## config.mk

```make
export PLATFORM = sky130hd
export DESIGN_NAME = periph_clk_ctrl
export DESIGN_NICKNAME = d
export VERILOG_FILES = /design/src/rtl/pcc_pkg.sv /design/src/rtl/pcc_regs.sv /design/src/rtl/pcc_divider.sv /design/src/rtl/pcc_suspend.sv /design/src/rtl/periph_clk_ctrl.sv
export SDC_FILE = /design/constraint.sdc
export NUM_CORES = 1
export LEC_CHECK = 0
export BUFFER_PORTS_ARGS = -buffer_cell sky130_fd_sc_hd__buf_4
export CAP_MARGIN = 10
export CORE_MARGIN = 2
export CORE_UTILIZATION = 54
export DETAILED_ROUTE_END_ITERATION = 10
export PLACE_DENSITY_LB_ADDON = 0.3
export SLEW_MARGIN = 15
export SYNTH_ARGS = -nofsm -noshare
export SYNTH_HDL_FRONTEND = slang
export SYNTH_HIERARCHICAL = 1
export SYNTH_SLANG_ARGS = --single-unit
```

## constraint.sdc

```tcl
create_clock -name clk -period 3.3 [get_ports clk]
set_input_delay 0 -clock clk [delete_from_list [all_inputs] [get_ports clk]]
set_output_delay 0 -clock clk [all_outputs]
set_load 0.005 [all_outputs]
```

## src/rtl/pcc_pkg.sv

```systemverilog
package pcc_pkg;
   typedef enum logic {
      POL_CAREFUL = 1'b0,
      POL_QUICK   = 1'b1
   } pcc_policy_e;

   typedef struct packed {
      logic susp_en;
      logic policy;
   } pcc_guarded_t;
endpackage

```

## src/rtl/pcc_regs.sv

```systemverilog
module pcc_regs #(
   parameter int DIV_W   = 8,
   parameter int DATA_W  = 16,
   parameter int DIV_RST = 1
) (
   input  logic                  clk,
   input  logic                  rst_n,
   input  logic                  wr_en,
   input  logic [DATA_W-1:0]     wr_data,
   output logic [DIV_W-1:0]      div_q,
   output pcc_pkg::pcc_guarded_t guard_q,
   output logic [DATA_W-1:0]     rd_data
);
   localparam int SUSP_POS  = DIV_W;
   localparam int POL_POS   = DIV_W + 1;
   localparam int GUARD_POS = DIV_W + 2;

   always_ff @(posedge clk) begin
      if (!rst_n) begin
         div_q           <= DIV_W'(DIV_RST);
         guard_q.susp_en <= 1'b0;
         guard_q.policy  <= 1'b0;
      end else if (wr_en) begin
         div_q <= wr_data[DIV_W-1:0];
         if (wr_data[GUARD_POS]) begin
            guard_q.susp_en <= wr_data[SUSP_POS];
            guard_q.policy  <= wr_data[POL_POS];
         end
      end
   end

   always_comb begin
      rd_data                = '0;
      rd_data[DIV_W-1:0]     = div_q;
      rd_data[SUSP_POS]      = guard_q.susp_en;
      rd_data[POL_POS]       = guard_q.policy;
   end
endmodule

```

## src/rtl/pcc_divider.sv

```systemverilog
module pcc_divider #(
   parameter int DIV_W = 8
) (
   input  logic             clk,
   input  logic             rst_n,
   input  logic             restart,
   input  logic [DIV_W-1:0] div,
   output logic             tick
);
   logic [DIV_W-1:0] cnt_q;
   logic             at_end;

   assign at_end = (cnt_q >= div - DIV_W'(1));
   assign tick   = (div != '0) && (cnt_q == div - DIV_W'(1));

   always_ff @(posedge clk) begin
      if (!rst_n || restart || div == '0) begin
         cnt_q <= '0;
      end else if (at_end) begin
         cnt_q <= '0;
      end else begin
         cnt_q <= cnt_q + DIV_W'(1);
      end
   end
endmodule

```

## src/rtl/pcc_suspend.sv

```systemverilog
module pcc_suspend
   import pcc_pkg::*;
(
   input  logic        clk,
   input  logic        rst_n,
   input  logic        susp_en,
   input  pcc_policy_e policy,
   input  logic        req,
   input  logic        mod_busy,
   input  logic        bus_pending,
   input  logic        tick,
   output logic        clk_en,
   output logic        ack
);
   logic gated_q;
   logic safe_point;
   logic hold;

   always_comb begin
      safe_point = (policy == POL_QUICK) ? !bus_pending : !mod_busy;
      hold       = req && (gated_q || (susp_en && safe_point));
   end

   always_ff @(posedge clk) begin
      if (!rst_n) gated_q <= 1'b0;
      else        gated_q <= hold;
   end

   assign clk_en = tick && !hold;
   assign ack    = hold;
endmodule

```

## src/rtl/periph_clk_ctrl.sv

```systemverilog
module periph_clk_ctrl
   import pcc_pkg::*;
#(
   parameter int DIV_W     = 8,
   parameter int DATA_W    = 16,
   parameter int DIV_RST   = 1,
   parameter bit FAST_ONLY = 1'b0
) (
   input  logic              clk,
   input  logic              rst_n,
   input  logic              wr_en,
   input  logic [DATA_W-1:0] wr_data,
   output logic [DATA_W-1:0] rd_data,
   input  logic              susp_req,
   input  logic              mod_busy,
   input  logic              bus_pending,
   output logic              clk_en,
   output logic              susp_ack
);
   localparam int FIELD_BITS = DIV_W + 3;

   generate
      if (DIV_W < 1) begin : g_bad_div
         $error("DIV_W must be at least 1");
      end
      if (DATA_W < FIELD_BITS) begin : g_bad_data
         $error("DATA_W too narrow for the control word");
      end
      if (DIV_RST < 0 || DIV_RST >= (1 << DIV_W)) begin : g_bad_rst
         $error("DIV_RST out of range");
      end
   endgenerate

   logic [DIV_W-1:0] div_q;
   pcc_guarded_t     guard_q;
   logic             tick;
   logic             fast_eff;
   pcc_policy_e      policy;

   pcc_regs #(.DIV_W(DIV_W), .DATA_W(DATA_W), .DIV_RST(DIV_RST)) u_regs (
      .clk     (clk),
      .rst_n   (rst_n),
      .wr_en   (wr_en),
      .wr_data (wr_data),
      .div_q   (div_q),
      .guard_q (guard_q),
      .rd_data (rd_data)
   );

   pcc_divider #(.DIV_W(DIV_W)) u_div (
      .clk     (clk),
      .rst_n   (rst_n),
      .restart (wr_en),
      .div     (div_q),
      .tick    (tick)
   );

   generate
      if (FAST_ONLY) begin : g_quick_only
         assign fast_eff = 1'b1;
      end else begin : g_selectable
         assign fast_eff = guard_q.policy;
      end
   endgenerate

   assign policy = fast_eff ? POL_QUICK : POL_CAREFUL;

   pcc_suspend u_susp (
      .clk         (clk),
      .rst_n       (rst_n),
      .susp_en     (guard_q.susp_en),
      .policy      (policy),
      .req         (susp_req),
      .mod_busy    (mod_busy),
      .bus_pending (bus_pending),
      .tick        (tick),
      .clk_en      (clk_en),
      .ack         (susp_ack)
   );
endmodule

```

Word-level counts from Yosys, hierarchy flattened
Cells that the tools add are included.
{ "totals": {"regBits": 19, "in_bits": 22, "out_inout_bits": 18, "elab_cells": 26} }
{ "op_classes": {"add_sub_neg": 2, "magnitude_cmp": 1, "eq_ne": 1, "muxes": 2, "n_reduce_logical": 15} }
{ "op_table": {"columns": ["op", "n"], "rows": [
  ["adder 8 x 1 -> 8 bit, second input constant", 1],
  ["equality test 8 bit", 1],
  [">= comparator 8 bit", 1],
  ["zero test 8 bit", 1],
  ["nonzero test 8 bit", 1],
  ["subtractor 8 x 1 -> 8 bit, second input constant", 1],
  ["logical AND 1 bit", 4],
  ["zero test 1 bit", 4],
  ["logical OR 1 bit", 3],
  ["2-to-1 mux 1 bit", 2],
  ["AND reduction 2 bit", 1],
  ["OR reduction 2 bit", 1]
]} }

Depth between registers and ports, before layout
{ "logic_depth": {"word_depth": 7, "depth_mapped": 9} }

Modules after synthesis
Netlist, hierarchy kept.
{ "modules_own_cells": {"columns": ["mod", "instances", "cells_each", "area_per_inst_um2"], "rows": [
  ["pcc_divider", 1, 71, 675.6],
  ["pcc_regs", 1, 52, 504.2],
  ["pcc_suspend", 1, 9, 72.6]
]} }

Least setup slack after synthesis
No wires, ideal clock.
{ "synth_timing": {"path_type": "register -> register", "from": "reg u_regs.div_q[2]", "to": "reg u_div.cnt_q[2]", "setup_time_ns": 0.140, "arrival_ns": 1.918, "t_required_ns": 3.160, "setup_slack_ns": 1.242, "path_stages_with_launch": 9, "period_less_slack_ns": 2.058, "cell_sequence": "dfxtp_1 nor2_1 nand2_1 nor4_1 xnor2_1 ha_1 nand4_1 o31ai_2 nor3_1"} }
{ "synth_between": {"elab_chain_cells": 3, "elab_cells_between_ends": 5, "classes_between": "1 x add/sub; 1 x order compare; 3 x reduce/logical"} }
{ "synth_lines": {"columns": ["item", "line", "rtl"], "rows": [
  ["start, declared", "pcc_regs.sv:10", "output logic [DIV_W-1:0] div_q,"],
  ["start signal, assigned", "pcc_regs.sv:20", "div_q <= DIV_W'(DIV_RST);"],
  ["start signal, assigned", "pcc_regs.sv:24", "div_q <= wr_data[DIV_W-1:0];"],
  ["subtractor 8 x 1 -> 8 bit / zero test 8 bit (equally long branches)", "pcc_divider.sv:13, pcc_divider.sv:17", null],
  [">= comparator 8 bit / logical OR 1 bit (equally long branches)", "pcc_divider.sv:13, pcc_divider.sv:17", null],
  ["OR reduction 2 bit (no line) *", null, null],
  ["end signal, assigned", "pcc_divider.sv:22", "cnt_q <= cnt_q + DIV_W'(1);"],
  ["end, declared", "pcc_divider.sv:10", "logic [DIV_W-1:0] cnt_q;"]
]} }
Mark *: on every way between the ends. The rest lies on a longest branch, timed or not.
A chain may end at the register's enable or synchronous reset.

Worst setup path in the final report
{ "layout_timing": {"from": "reg u_regs.div_q[3]", "to": "reg u_div.cnt_q[7]"} }
Same word-level chain as after synthesis.

==> out/qor.csv <==
metric,value,unit
floorplan.die.width,52.16,um
drt_pass1_iterations,4,
status,"finished, final reports clean",
route.detailed.drc,0,
h-tree-depth,1,
ys_types,31,
gp_congestion,0.7841,
cts_sinks,19,
max_freq,399.2,MHz
clock_latency,0.30,ns
critPathMaxStageDelay,0.60,ns
comb_power_share,0.254,
ys_ff_latch,19,
synth-edff-count,0,
synth_area,0.001252,mm^2
grt_use_total,0.2059,
setup_viol,0,
crit_type,reg -> reg,
synthCells,132,
ant_nets,0,
synth_top_area_share,0.3037,
clk_pin_slew,0.10,ns
rsz0062_at_grt,false,
slowest_stage,o31ai_2,
core_area,0.002212,mm^2
drv_slew,0,
ys_warn_count,6,
worstPathArrival,2.67,ns
crit_path_cell_trace,"nor2_1, nand2_1, nor4_1, xnor2_1, ha_1, nand4_1, o31ai_2, nor3_1",
cts_buffers,3,
drive_above_1_share,0.2242,
post_dp_cell_area,0.001380,mm^2
yosys.area.top_type,dfxtp_1,
worst_ir_drop_vdd,0.3110,mV
place_hpwl,1822,um
antenna_cells,0,
internal_power,0.3568,mW
routed-via-count,983,
area_growth_syn_to_layout,23.48,%
synthTopCellsByArea,"dfxtp_1 (30%), ha_1 (11%), buf_4 (9.6%)",
grt_antenna_before_repair,0,
crit_path_start_kind,flip-flop,
p_leak,0.6831,nW
critPathMaxFanout,8,
drtIter0Drc,9,
period_needed,2.505,ns
cts.repair.resized,0,
nets,199,
overflow,0,
portBuffers,28,
finClkSkew,0.005882,ns
io_pins,40,
grt_pass1_wl,4105,um
dieHeight,52.16,um
cts-root-buf,clkbuf_4,
cts_tree,yes,
final_hold_viol_count,0,
ys.flop_type,dfxtp_1,
clock_path_buffers,2,
p_switching,0.1342,mW
grt_max_degree,16,
initial_utilization,0.5662,
worst_pin_slew,0.6149,ns
grt_pass1_vias,963,
critPathRequiredTime,3.46,ns
fin_setup_tns,0,ns
via_per_inst,5.093,
critical_path.top_delay_family,simple AND/OR/NAND/NOR gates,
clkPwrFrac,0.235,
dieArea,0.002721,mm^2
seq_area_frac_synth,0.3037,
drv_cap,0,
rows,17,
path_buf_inv,0,
avgRoutedWirePerCell,12.99,um
seqPwrFrac,0.511,
endpoint_kind,flip-flop,
synthArstFlopShare,0,
relSlewSlack,0.5876,
pwr_density_cell,317.5,mW/mm^2
synth.avg_cell_area,9.488,um^2
p_sw_frac,0.2733,
fin_crit_sh,0.7591,
worst_hold_path_type,in -> reg,
wirelength,2508,um
fin_area,0.001546,mm^2
## cells in the final DEF, fill, tap and decap left out, drive strengths merged
master       instances
buf                 28
dfxtp               19
dlygate4sd3         14
ha                  11
nand2                9
nor3                 9
mux2i                8
nand3                7
nor2b                7
xor2                 6
xnor2                6
conb                 6
nand4                4
clkbuf               4
o21ai                4
inv                  3
nor2                 3
and3                 3
nor3b                3
o211a                2
nor4                 1
nor4b                1
o21a                 1
nand2b               1
a2111oi              1
a21oi                1
o31ai                1
and2                 1
mux2                 1
## routing by layer
metal  GRT usage  vias up  share of wire
li1            -      502              -
met1      0.2324      454           0.43
met2      0.3755       20           0.52
met3     0.06034        7          0.032
met4     0.05128        0          0.013
met5           0        -              0
## cell usage after synthesis (2+ instances only)
cell,number
buf_4,16
ha_1,11
mux2i_1,8
nor2_1,3
nor3_1,9
and3_1,3
nor3b_1,2
o21ai_1,2
o211a_1,2
nand2_1,9
nand4_1,4
o21ai_0,2
xor2_1,6
nor2b_1,7
xnor2_1,6
dfxtp_1,19
nand3_1,7
inv_1,3
## power groups by stage
stage / logic (mW) / clock network, mW / registers [mW]
global placement: 0.106 / 0 / 0.256
global route: 0.138 / 0.131 / 0.253
floorplan: 0.0863 / 0 / 0.253
finish: 0.125 / 0.115 / 0.251
CTS: 0.125 / 0.122 / 0.251
detailed placement: 0.112 / 0 / 0.256
## cell type report
| cell class | instances | area, um^2 |
|---|---|---|
| clock buffer | 4 | 26.28 |
| fill | 157 | 665.6 |
| inverter | 3 | 11.26 |
| multi-input combinational | 97 | 743.2 |
| sequential | 19 | 380.4 |
| tap | 28 | 35.03 |
| timing repair buffer | 42 | 350.3 |
## kinds of logic (layout without fill, tap and decap cells)
| kind of cell | count (synthesis) | after routing | share of synthesized area |
|---|---|---|---|
| simple gates | 49 | 49 | 0.2318 |
| buf+inv | 21 | 49 | 0.1179 |
| flops | 19 | 19 | 0.3037 |
| mux | 9 | 9 | 0.07592 |
| compound gates | 10 | 10 | 0.07393 |
| xor+xnor | 12 | 12 | 0.08392 |
| other cells | 1 | 6 | 0.002994 |
| fa+ha+maj | 11 | 11 | 0.1099 |
## stage by stage
| step | util | power [mW] | worst slack [ns] | hold slack [ns] | instances |
|---|---|---|---|---|---|
| 2_1_floorplan | - | 0.3391 | 1.242 | 0.1262 | 137 |
| 3_3_place_gp | 0.6239 | 0.3618 | 0.9793 | 0.2150 | 175 |
| 3_5_place_dp | 0.6239 | 0.3678 | 0.8125 | 0.2241 | 175 |
| 4_1_cts | 0.6991 | 0.4970 | 0.7815 | 0.01595 | 193 |
| 5_1_grt | 0.6991 | 0.5218 | 0.6166 | 0.01684 | 193 |
| 6_report | 0.6991 | 0.4910 | 0.7950 | 0.03329 | 193 |
## path summary, 6_finish.rpt
path                                     endpoint  slack, ns  cells past startpoint            start
worst max-delay path               u_div/cnt_q[7]       0.79                      8  u_regs/div_q[3]
worst min-delay path            u_regs/guard_q[1]       0.03                      3            rst_n
worst max register to register     u_div/cnt_q[7]       0.79                      8  u_regs/div_q[3]
worst min register to register     u_susp/gated_q       0.48                      2   u_susp/gated_q
## repair_timing
item,CTS,global route
hold endpoints to repair,11,0
hold buffers,14,0
setup buffers,0,0
## sequential cells by signal, indices dropped and copies added, names as in the netlist
| register | flops |
|---|---|
| u_div/cnt_q | 8 |
| u_regs/div_q | 8 |
| u_regs/guard_q | 2 |
| u_susp/gated_q | 1 |
## worst min-delay path, cell delays in order
cell     delay [ns]
buf_4          0.16
nand2_1        0.08
o21ai_1        0.05
No activity file was read; power rests on OpenSTA's default activity.
